### src/rtl/fmc_pkg.sv
package fmc_pkg;
  typedef enum logic [2:0] {
    ST_IDLE = 3'd0,
    ST_RD0  = 3'd1,
    ST_WR0  = 3'd2,
    ST_RD1  = 3'd3,
    ST_WR1  = 3'd4
  } fmc_state_e;
endpackage

### src/rtl/fmc_split.sv
// Builds the field mask and the shifted write data for the low and high word.
module fmc_split #(
  parameter int WORD_W = 32,
  localparam int OFF_W = $clog2(WORD_W),
  localparam int LEN_W = OFF_W + 1
) (
  input  logic [OFF_W-1:0]  off,
  input  logic [LEN_W-1:0]  len,
  input  logic [WORD_W-1:0] wdata,
  output logic [WORD_W-1:0] fmask,
  output logic [WORD_W-1:0] mask_lo,
  output logic [WORD_W-1:0] mask_hi,
  output logic [WORD_W-1:0] data_lo,
  output logic [WORD_W-1:0] data_hi,
  output logic              span2,
  output logic              full
);
  logic [2*WORD_W-1:0] m2;
  logic [2*WORD_W-1:0] d2;
  logic [LEN_W:0]      end_bit;

  always_comb begin
    if (len >= LEN_W'(WORD_W)) fmask = '1;
    else                       fmask = (WORD_W'(1) << len) - WORD_W'(1);
    m2      = {{WORD_W{1'b0}}, fmask} << off;
    d2      = {{WORD_W{1'b0}}, wdata & fmask} << off;
    mask_lo = m2[WORD_W-1:0];
    mask_hi = m2[2*WORD_W-1:WORD_W];
    data_lo = d2[WORD_W-1:0];
    data_hi = d2[2*WORD_W-1:WORD_W];
    end_bit = (LEN_W+1)'(off) + (LEN_W+1)'(len);
    span2   = end_bit > (LEN_W+1)'(WORD_W);
    full    = (off == '0) && (len == LEN_W'(WORD_W));
  end
endmodule

### src/rtl/fmc_extract.sv
// Right-justifies a field taken from one or two words, then zero-fills or sign-extends it.
module fmc_extract #(
  parameter int WORD_W = 32,
  localparam int OFF_W = $clog2(WORD_W),
  localparam int LEN_W = OFF_W + 1
) (
  input  logic [WORD_W-1:0] lo_word,
  input  logic [WORD_W-1:0] hi_word,
  input  logic [OFF_W-1:0]  off,
  input  logic [LEN_W-1:0]  len,
  input  logic              sext,
  input  logic [WORD_W-1:0] fmask,
  output logic [WORD_W-1:0] result
);
  logic [2*WORD_W-1:0] cat;
  logic [WORD_W-1:0]   raw;
  logic [OFF_W-1:0]    top_idx;
  logic                top_bit;

  always_comb begin
    cat     = {hi_word, lo_word} >> off;
    raw     = cat[WORD_W-1:0] & fmask;
    top_idx = OFF_W'(len - LEN_W'(1));
    top_bit = raw[top_idx];
    result  = (sext && top_bit) ? (raw | ~fmask) : raw;
  end
endmodule

### src/rtl/fieldmem_ctrl.sv
module fieldmem_ctrl
  import fmc_pkg::*;
#(
  parameter int WORD_W = 32,
  parameter int ADDR_W = 32,
  localparam int OFF_W   = $clog2(WORD_W),
  localparam int LEN_W   = OFF_W + 1,
  localparam int WADDR_W = ADDR_W - OFF_W
) (
  input  logic               clk,
  input  logic               rst_n,
  input  logic               req_valid,
  output logic               req_ready,
  input  logic               req_write,
  input  logic [ADDR_W-1:0]  req_addr,
  input  logic [LEN_W-1:0]   req_len,
  input  logic               req_sext,
  input  logic [WORD_W-1:0]  req_wdata,
  output logic               rd_valid,
  output logic [WORD_W-1:0]  rd_data,
  output logic               mem_valid,
  input  logic               mem_ready,
  output logic               mem_write,
  output logic [WADDR_W-1:0] mem_addr,
  output logic [WORD_W-1:0]  mem_wdata,
  input  logic [WORD_W-1:0]  mem_rdata
);
  // queued operation
  fmc_state_e          state_q, state_d;
  logic                q_write, q_write_d;
  logic                q_sext, q_sext_d;
  logic [WADDR_W-1:0]  q_waddr, q_waddr_d;
  logic [OFF_W-1:0]    q_off, q_off_d;
  logic [LEN_W-1:0]    q_len, q_len_d;
  logic [WORD_W-1:0]   q_wdata, q_wdata_d;
  logic [WORD_W-1:0]   lo_q, lo_d;
  logic [WORD_W-1:0]   wbuf_q, wbuf_d;
  logic                rdv_q, rdv_d;
  logic [WORD_W-1:0]   rdd_q, rdd_d;

  logic [WORD_W-1:0] fmask, mask_lo, mask_hi, data_lo, data_hi;
  logic              span2, full_q;
  logic [WORD_W-1:0] ext_lo, ext_res;
  logic              accept, hs, full_in, second;

  fmc_split #(.WORD_W(WORD_W)) i_split (
    .off(q_off), .len(q_len), .wdata(q_wdata),
    .fmask(fmask), .mask_lo(mask_lo), .mask_hi(mask_hi),
    .data_lo(data_lo), .data_hi(data_hi), .span2(span2), .full(full_q)
  );

  assign ext_lo = (state_q == ST_RD1) ? lo_q : mem_rdata;

  fmc_extract #(.WORD_W(WORD_W)) i_extract (
    .lo_word(ext_lo), .hi_word(mem_rdata), .off(q_off), .len(q_len),
    .sext(q_sext), .fmask(fmask), .result(ext_res)
  );

  assign req_ready = (state_q == ST_IDLE);
  assign accept    = req_valid && req_ready;
  assign hs        = mem_valid && mem_ready;
  assign full_in   = (req_addr[OFF_W-1:0] == '0) && (req_len == LEN_W'(WORD_W));
  assign second    = (state_q == ST_RD1) || (state_q == ST_WR1);

  assign mem_valid = (state_q != ST_IDLE);
  assign mem_write = (state_q == ST_WR0) || (state_q == ST_WR1);
  assign mem_addr  = second ? (q_waddr + WADDR_W'(1)) : q_waddr;
  assign mem_wdata = wbuf_q;
  assign rd_valid  = rdv_q;
  assign rd_data   = rdd_q;

  // next state
  always_comb begin
    state_d   = state_q;
    q_write_d = q_write;
    q_sext_d  = q_sext;
    q_waddr_d = q_waddr;
    q_off_d   = q_off;
    q_len_d   = q_len;
    q_wdata_d = q_wdata;
    lo_d      = lo_q;
    wbuf_d    = wbuf_q;
    rdv_d     = 1'b0;
    rdd_d     = rdd_q;
    unique case (state_q)
      ST_IDLE: begin
        if (accept) begin
          q_write_d = req_write;
          q_sext_d  = req_sext;
          q_waddr_d = req_addr[ADDR_W-1:OFF_W];
          q_off_d   = req_addr[OFF_W-1:0];
          q_len_d   = req_len;
          q_wdata_d = req_wdata;
          if (req_write && full_in) begin
            wbuf_d  = req_wdata;
            state_d = ST_WR0;
          end else begin
            state_d = ST_RD0;
          end
        end
      end
      ST_RD0: begin
        if (hs) begin
          if (q_write) begin
            wbuf_d  = (mem_rdata & ~mask_lo) | (data_lo & mask_lo);
            state_d = ST_WR0;
          end else if (span2) begin
            lo_d    = mem_rdata;
            state_d = ST_RD1;
          end else begin
            rdv_d   = 1'b1;
            rdd_d   = ext_res;
            state_d = ST_IDLE;
          end
        end
      end
      ST_WR0: begin
        if (hs) state_d = span2 ? ST_RD1 : ST_IDLE;
      end
      ST_RD1: begin
        if (hs) begin
          if (q_write) begin
            wbuf_d  = (mem_rdata & ~mask_hi) | (data_hi & mask_hi);
            state_d = ST_WR1;
          end else begin
            rdv_d   = 1'b1;
            rdd_d   = ext_res;
            state_d = ST_IDLE;
          end
        end
      end
      ST_WR1: begin
        if (hs) state_d = ST_IDLE;
      end
      default: state_d = ST_IDLE;
    endcase
  end

  // registers
  always_ff @(posedge clk or negedge rst_n) begin
    if (!rst_n) begin
      state_q <= ST_IDLE;
      q_write <= 1'b0;
      q_sext  <= 1'b0;
      q_waddr <= '0;
      q_off   <= '0;
      q_len   <= LEN_W'(1);
      q_wdata <= '0;
      lo_q    <= '0;
      wbuf_q  <= '0;
      rdv_q   <= 1'b0;
      rdd_q   <= '0;
    end else begin
      state_q <= state_d;
      q_write <= q_write_d;
      q_sext  <= q_sext_d;
      q_waddr <= q_waddr_d;
      q_off   <= q_off_d;
      q_len   <= q_len_d;
      q_wdata <= q_wdata_d;
      lo_q    <= lo_d;
      wbuf_q  <= wbuf_d;
      rdv_q   <= rdv_d;
      rdd_q   <= rdd_d;
    end
  end

  // assertions
  assert_mem_hold_R9: assert property (@(posedge clk) disable iff (!rst_n)
    mem_valid && !mem_ready |=> mem_valid && $stable(mem_addr) && $stable(mem_write)
                               && $stable(mem_wdata));

  assert_stall_busy_R7: assert property (@(posedge clk) disable iff (!rst_n)
    mem_valid |-> !req_ready);

  assert_full_direct_R6: assert property (@(posedge clk) disable iff (!rst_n)
    req_valid && req_ready && req_write && full_in |=> mem_valid && mem_write);

  assert_read_no_write_R2: assert property (@(posedge clk) disable iff (!rst_n)
    mem_valid && !q_write |-> !mem_write);

  assert_second_word_R4: assert property (@(posedge clk) disable iff (!rst_n)
    mem_valid && second |-> span2 && !full_q);

  assert_rd_pulse_R2: assert property (@(posedge clk) disable iff (!rst_n)
    rd_valid |=> !rd_valid);

  assert_zero_fill_R2: assert property (@(posedge clk) disable iff (!rst_n)
    rd_valid && !q_sext && (q_len < LEN_W'(WORD_W)) |-> ((rd_data >> q_len) == '0));
endmodule

### config.mk
export PLATFORM = sky130hd
export DESIGN_NAME = fieldmem_ctrl
export DESIGN_NICKNAME = d
export VERILOG_FILES = /design/src/rtl/fmc_pkg.sv /design/src/rtl/fmc_split.sv /design/src/rtl/fmc_extract.sv /design/src/rtl/fieldmem_ctrl.sv
export SDC_FILE = /design/constraint.sdc
export NUM_CORES = 1
export LEC_CHECK = 0
export ABC_AREA = 1
export BUFFER_PORTS_ARGS = -buffer_cell sky130_fd_sc_hd__buf_2
export CAP_MARGIN = 5
export CORE_ASPECT_RATIO = 1.2
export CORE_UTILIZATION = 28
export CTS_BUF_LIST = sky130_fd_sc_hd__clkbuf_4 sky130_fd_sc_hd__clkbuf_8
export CTS_CLUSTER_DIAMETER = 50
export DETAILED_ROUTE_END_ITERATION = 7
export PLACE_DENSITY = 0.42
export SYNTH_ARGS = -nofsm -noshare
export SYNTH_HDL_FRONTEND = slang
export SYNTH_SLANG_ARGS = --single-unit
### constraint.sdc
create_clock -name clk -period 6.13 [get_ports clk]
set_input_delay 0.9195 -clock clk [delete_from_list [all_inputs] [get_ports clk]]
set_output_delay 0.9195 -clock clk [all_outputs]
set_load 0.02 [all_outputs]
Word-level counts from Yosys, hierarchy flattened
Index checks and enable logic that the tools add are counted.
- add/subtract/negate cells: 4
- $lt $le $gt $ge: 3
- equality and inequality tests: 16
- shift-type cells: 4
- muxes and demuxes: 35
- bitwise gates (word level): 13
- reductions and logical operators: 17
- operators by type and width (cell ; count):
    $mux W32 ; 14
    $and A32 B32 Y32 ; 6
    $shl A32 B5 Y64 ; 2
    $not A32 Y32 ; 3
    $or A32 B32 Y32 ; 3
    $pmux W32 S3 ; 1
    $pmux W32 S2 ; 1
    $shr A64 B5 Y32 ; 1
    $shl A1 B6 Y32 const A ; 1
    $sub A32 B2 Y32 const B ; 1
    $add A27 B1 Y27 const B ; 1
    $mux W27 ; 1
    $mux W3 ; 6
    $ne A2 B2 Y1 const B ; 9
    $pmux W3 S5 ; 1
    $add A5 B6 Y7 ; 1
    $gt A7 B6 Y1 const B ; 1
    $reduce_and A7 Y1 ; 1
    $eq A3 B2 Y1 const B ; 2
    $eq A6 B6 Y1 const B ; 1
    $ge A6 B6 Y1 const B ; 1
    $lt A5 B6 Y1 const B ; 1
    $mux W1 ; 6
    $mux W2 ; 3
    other kinds (17) ; 24
- register bits after elaboration: 172
- input bits: 108
- output and inout port bits: 95
- logic and storage cells: 103

Longest topological paths before layout
- depth in word-level cells: 12
- gate-level depth with buffers: 30
- gate-level depth less buffers: 27

Modules after synthesis
A second synthesis with hierarchy kept.
- cell total of the unflattened synthesis: 3249
- area, all modules: 18421.4 um2
- modules (own cells, without submodules) (module ; instances ; cells an instance ; area an instance (um2)):
    fieldmem_ctrl ; 1 ; 1176 ; 8828.5
    fmc_split ; 1 ; 1228 ; 5657.9
    fmc_extract ; 1 ; 845 ; 3935.0

Worst setup path before layout
No wires, ideal clock.
- path type: register -> register
- from: register q_len[0]
- to: register rdd_q[2] (netlist: rd_data[2])
- library setup time: 0.073 ns
- arrival: 3.582 ns
- data required time: 6.057 ns
- path slack: 2.475 ns
- stages on the path, launching flop included: 25
- buffers on the path: 4
- period minus slack after synthesis: 3.655 ns
- path through: dfstp_2 clkbuf_1 clkinv_1 buf_2 ha_1 buf_2 nand3_2 ha_1 nand2_1 nor2_1 nand2_4 nor2_4 nand2_1 nand2_2 inv_2 nor2_1 nand3_1 nand3_1 nand3_1 nand3_1 nand2_1 a21oi_4 buf_6 nand3_2 a21oi_2
- cells in the longest elaborated chain, start to end: 12
- RTL lines (what ; line ; RTL):
    start, declared ; fieldmem_ctrl.sv:34 ; logic [LEN_W-1:0] q_len, q_len_d;
    start signal, assigned ; fieldmem_ctrl.sv:159 ; q_len <= q_len_d;
    $shl A1 B6 Y32 ; fmc_split.sv:24 ; else fmask = (WORD_W'(1) << len) - WORD_W'(1);
    $sub A32 B2 Y32 ; fmc_split.sv:24 ;
    $mux W32 ; fmc_split.sv:23 ; if (len >= LEN_W'(WORD_W)) fmask = '1;
    $and A32 B32 Y32 ; fmc_extract.sv:22 ; raw = cat[WORD_W-1:0] & fmask;
    $bmux W1 S5 ; fmc_extract.sv:24 ; top_bit = raw[top_idx];
    $mux W1 (not written as such) ; fmc_extract.sv:24 ;
    $logic_and A1 B1 Y1 ; fmc_extract.sv:25 ; result = (sext && top_bit) ? (raw | ~fmask) : raw;
    $mux W32 ; fmc_extract.sv:25 ;
    $mux W32 ; fieldmem_ctrl.sv:107 ; end else if (span2) begin
    $mux W32 ; fieldmem_ctrl.sv:104 ; if (q_write) begin
    $mux W32 ; fieldmem_ctrl.sv:103 ; if (hs) begin
    $pmux W32 S2 ; fieldmem_ctrl.sv:85 ; unique case (state_q)
    end signal, assigned ; fieldmem_ctrl.sv:164 ; rdd_q <= rdd_d;
    end, declared ; fieldmem_ctrl.sv:39 ; logic [WORD_W-1:0] rdd_q, rdd_d;
Parallel ways exist; a longest one is shown, timed or not. The select of a mux whose other input is x is not followed.
A chain may end at the register's enable or synchronous reset.

Worst setup path in the final report
- from: register state_q[2]
- to: output mem_addr[23]
- cells in the longest elaborated chain, start to end: 3
- RTL lines (what ; line ; RTL):
    start, declared ; fieldmem_ctrl.sv:29 ; fmc_state_e state_q, state_d;
    start signal, assigned ; fieldmem_ctrl.sv:154 ; state_q <= state_d;
    $eq A3 B2 Y1 or $eq A3 B3 Y1 (tied branches) ; fieldmem_ctrl.sv:63 ; assign second = (state_q == ST_RD1) || (state_q == ST_WR1);
    $logic_or A1 B1 Y1 * ; fieldmem_ctrl.sv:63 ;
    $mux W27 * ; fieldmem_ctrl.sv:67 ; assign mem_addr = second ? (q_waddr + WADDR_W'(1)) : q_waddr;
    end, declared ; fieldmem_ctrl.sv:24 ; output logic [WADDR_W-1:0] mem_addr,
Mark *: on every way between the ends. The rest lies on a longest branch, timed or not.

==> reports/results.md <==
| Quantity | This run | Unit |
|---|---|---|
| Post-synthesis cell area | 18700 | um^2 |
| FF-to-FF End | rd_data[19] | - |
| EDFF count, synth | 0 | - |
| Quantity of gates resized following cts | 0 | - |
| Fin. Hold Viols | 0 | - |
| Vias per cell | 5.490 | - |
| Final-stage net count | 3444 | - |
| Cells after Synth | 3258 | - |
| Area contributors post-synth | sky130_fd_sc_hd__dfrtp_1 23%, sky130_fd_sc_hd__nand3_1 20%, sky130_fd_sc_hd__nand2_1 19% | - |
| Maximum clock path buffer count | 2 | - |
| Origin of the critical flop-to-flop path | q_len[0] | - |
| Flip-flop and latch count after synthesis | 172 | - |
| Std-Cell Rows | 103 | - |
| Final setup TNS | 0 | ps |
| Setup skew after layout | 37.76 | ps |
| Slack of the worst reg-to-reg path | 1020 | ps |
| Clock buffer count from CTS | 17 | - |
| Avg WL per Cell | 26.28 | um |
| Cell-by-cell listing of the critical path | inv_1 > nand3_2 > nand2_1 > inv_1 > nor2_1 > inv_1 > nor4_1 > nand3_1 > or3_1 > nor2_1 > nand2_1 > xor2_1 > inv_1 > buf_2 | - |
| Clock latency at the later pin of the worst-skew pair | 630 | ps |
| Initial drt markers | 2377 | - |
| Hold-fix buffers, CTS | 0 | - |
| Critical Path AT | 4590 | ps |
| Worst rel slew slack | 0.2734 | - |
| H-tree depth | 4 | - |
| Number of pins with negative max-slew slack in the final report | 0 | - |
| Number of cells on the critical path | 14 | - |
| Total Die Area | 67830 | um^2 |
| Port-buffer cells | 202 | - |
| Critical path origin | state_q[2] | - |
| Router iterations before antenna repair | 8 | - |
| Cell type with the largest total area after synthesis | sky130_fd_sc_hd__dfrtp_1 | - |
| Run status | completed | - |
| Max stage delay cell, worst path | sky130_fd_sc_hd__nand2_1 | - |
| Initial Utilization | 0.2834 | - |
| Post-CTS setup repair buffer count | 0 | - |
| Worst setup EP type | primary output | - |
| Routed Antenna Nets | 0 | - |
| Share of post-route cells with drive strength above 1 | 0.1259 | - |
| Via count | 23240 | - |
| Core Region | 65980 | um^2 |
| Synthesized area per cell | 5.740 | um^2 |
| RSZ-0062 raised after global routing | no | - |
| Area Growth Syn to Fin | 11.11 | % |
| Maximum number of pins on one net before global-route repair | 95 | - |
| Max-cap check violation count | 0 | - |
| Area share of the largest cell type after synthesis | 0.2288 | - |
| Capturing element of the worst setup path | mem_addr[23] | - |
| Last weighted congestion value of the routability-driven placer | 0.9910 | - |
| Asr flop ratio synth | 1.000 | - |
| Count of synthesis-stage warnings from yosys | 0 | - |
| Most used standard cell by instance count after synthesis | sky130_fd_sc_hd__nand2_1 | - |
| Max stage delay on crit path | 670 | ps |
| DRT Wirelength | 111200 | um |
| Root Buffer | sky130_fd_sc_hd__clkbuf_8 | - |
| Slew of the pin with the lowest slew margin | 1089 | ps |
| Number of design rule violations left after detail routing | 0 | - |
| Die width | 237.9 | um |
| Shortest clock period the worst path allows after layout | 5505 | ps |
| Element type at the critical path start | flip-flop | - |
| Residual overflow from global routing | 0 | - |
| Chip Height | 285.1 | um |
| Share of the clock period used by the worst path | 0.8980 | - |
| Global-route total usage across every layer | 0.3267 | - |
| Cell with the most instances on the worst path | sky130_fd_sc_hd__inv_1 | - |
| Sequential area share after synthesis | 0.2302 | - |
| Start-to-end type of the worst setup path | reg2out | - |
| Global-route wire length before repair | 159200 | um |
| Clock transition time at the flip-flop clock pins of the worst setup and hold paths | 110 | ps |
| Net Count, Synth | 3379 | - |
| Clock sink count | 172 | - |
| Most frequently used flop master after synthesis | sky130_fd_sc_hd__dfrtp_1 | - |
| Number of I/O pins | 203 | - |
| Path category of the worst min-delay check | in2async | - |
| Worst-path maximum fanout | 19 | - |
| Buffers plus inverters on the worst setup path | 5 | - |
| Req. time, crit path | 5210 | ps |
| F_max | 181.7 | MHz |
| CTS tree | yes | - |
| Number of antenna violations at the first check in global routing | 4 | - |
| Commonest cells post-synth | 945 x sky130_fd_sc_hd__nand2_1, 765 x sky130_fd_sc_hd__nand3_1, 294 x sky130_fd_sc_hd__nor2_1, 227 x sky130_fd_sc_hd__inv_1, 196 x sky130_fd_sc_hd__o21ai_0 | - |
| Fill cell total of the finished layout | 7722 | - |
| Depth of the worst register-to-register path | 20 | - |
| Cell type group with the largest total delay on the critical path | simple AND/OR/NAND/NOR gates | - |
| Final setup violating endpoints | 0 | - |
| Total half-perimeter wirelength after legalization and detailed placement | 88000 | um |
| Distinct cells, synth | 51 | - |
| Number of global-route vias before repair | 22449 | - |
==> cells by family after synthesis <==
logic type | Yosys count | synth area share
muxes | 23 | 0.01338
and+or+nand+nor | 2156 | 0.5162
buffers and inverters | 441 | 0.09447
xor gates and xnor gates | 29 | 0.01358
adders and majority gates | 13 | 0.009099
AOI/OAI and AO/OA | 424 | 0.1230
DFF | 172 | 0.2302
==> sequential cells by signal (all words and copies together), names as in the netlist <==
name / cells
lo_q: 32
mem_wdata: 32
q_len: 6
q_off: 5
q_sext: 1
q_waddr: 27
q_wdata: 32
q_write: 1
rd_data: 32
rd_valid: 1
state_q: 3
==> per-stage QoR <==
step	instances	hold slack [ps]	util	area, um^2	worst slack, ps
floorplan	3258	445.7	-	18700	2475
global placement	4196	462.4	0.3086	20360	1146
detailed placement	4196	465.7	0.3086	20360	1086
CTS	4228	319.3	0.3147	20770	546.5
global route	4231	366.2	0.3148	20770	285.6
finish	4233	331.7	0.3149	20780	625.3
==> layer usage <==
| layer | global-route usage | wire, um |
|---|---|---|
| met4 | 0.2137 | 8120 |
| met3 | 0.04482 | 6042 |
| met5 | 0 | 0 |
| met1 | 0.3829 | 43690 |
| met2 | 0.5558 | 53380 |
==> worst min-delay path by stage <==
stage | start | to | slack, ps | cells after the start
final | rst_n | mem_wdata[21] | 330 | 1
after global routing | rst_n | mem_wdata[21] | 370 | 1
after CTS | rst_n | mem_wdata[21] | 320 | 1
after detailed placement | mem_wdata[8] | mem_wdata[8] | 470 | 2
after global placement | mem_wdata[8] | mem_wdata[8] | 460 | 2
after floorplan | lo_q[5] | lo_q[5] | 450 | 2
==> cells in the final DEF (no fill, tap or decap), types with 25 or more instances in the layout <==
cell / n
sky130_fd_sc_hd__nor2_1: 290
sky130_fd_sc_hd__buf_2: 201
sky130_fd_sc_hd__o211ai_1: 43
sky130_fd_sc_hd__dfrtp_1: 166
sky130_fd_sc_hd__nand2_1: 943
sky130_fd_sc_hd__a21oi_1: 145
sky130_fd_sc_hd__o21ai_0: 196
sky130_fd_sc_hd__nand2_2: 25
sky130_fd_sc_hd__nand3_2: 37
sky130_fd_sc_hd__nand3_1: 764
sky130_fd_sc_hd__nand4_1: 31
sky130_fd_sc_hd__inv_1: 225
sky130_fd_sc_hd__buf_4: 44
==> final cells by class <==
type,count,area [um^2],share of cell area
diodes,5,12.51,0.0006022
flip-flops and latches,172,4319,0.2079
multi-input cells,2645,12650,0.6090
inverters,240,903.4,0.04348
well taps,892,1116,0.05371
clock buffers,18,247.7,0.01192
repair buffers,247,1370,0.06594
clock inverters,14,155.1,0.007467
Power is not shown: default switching activity piles up to over one toggle a cycle in this logic, so the estimate is an artifact.
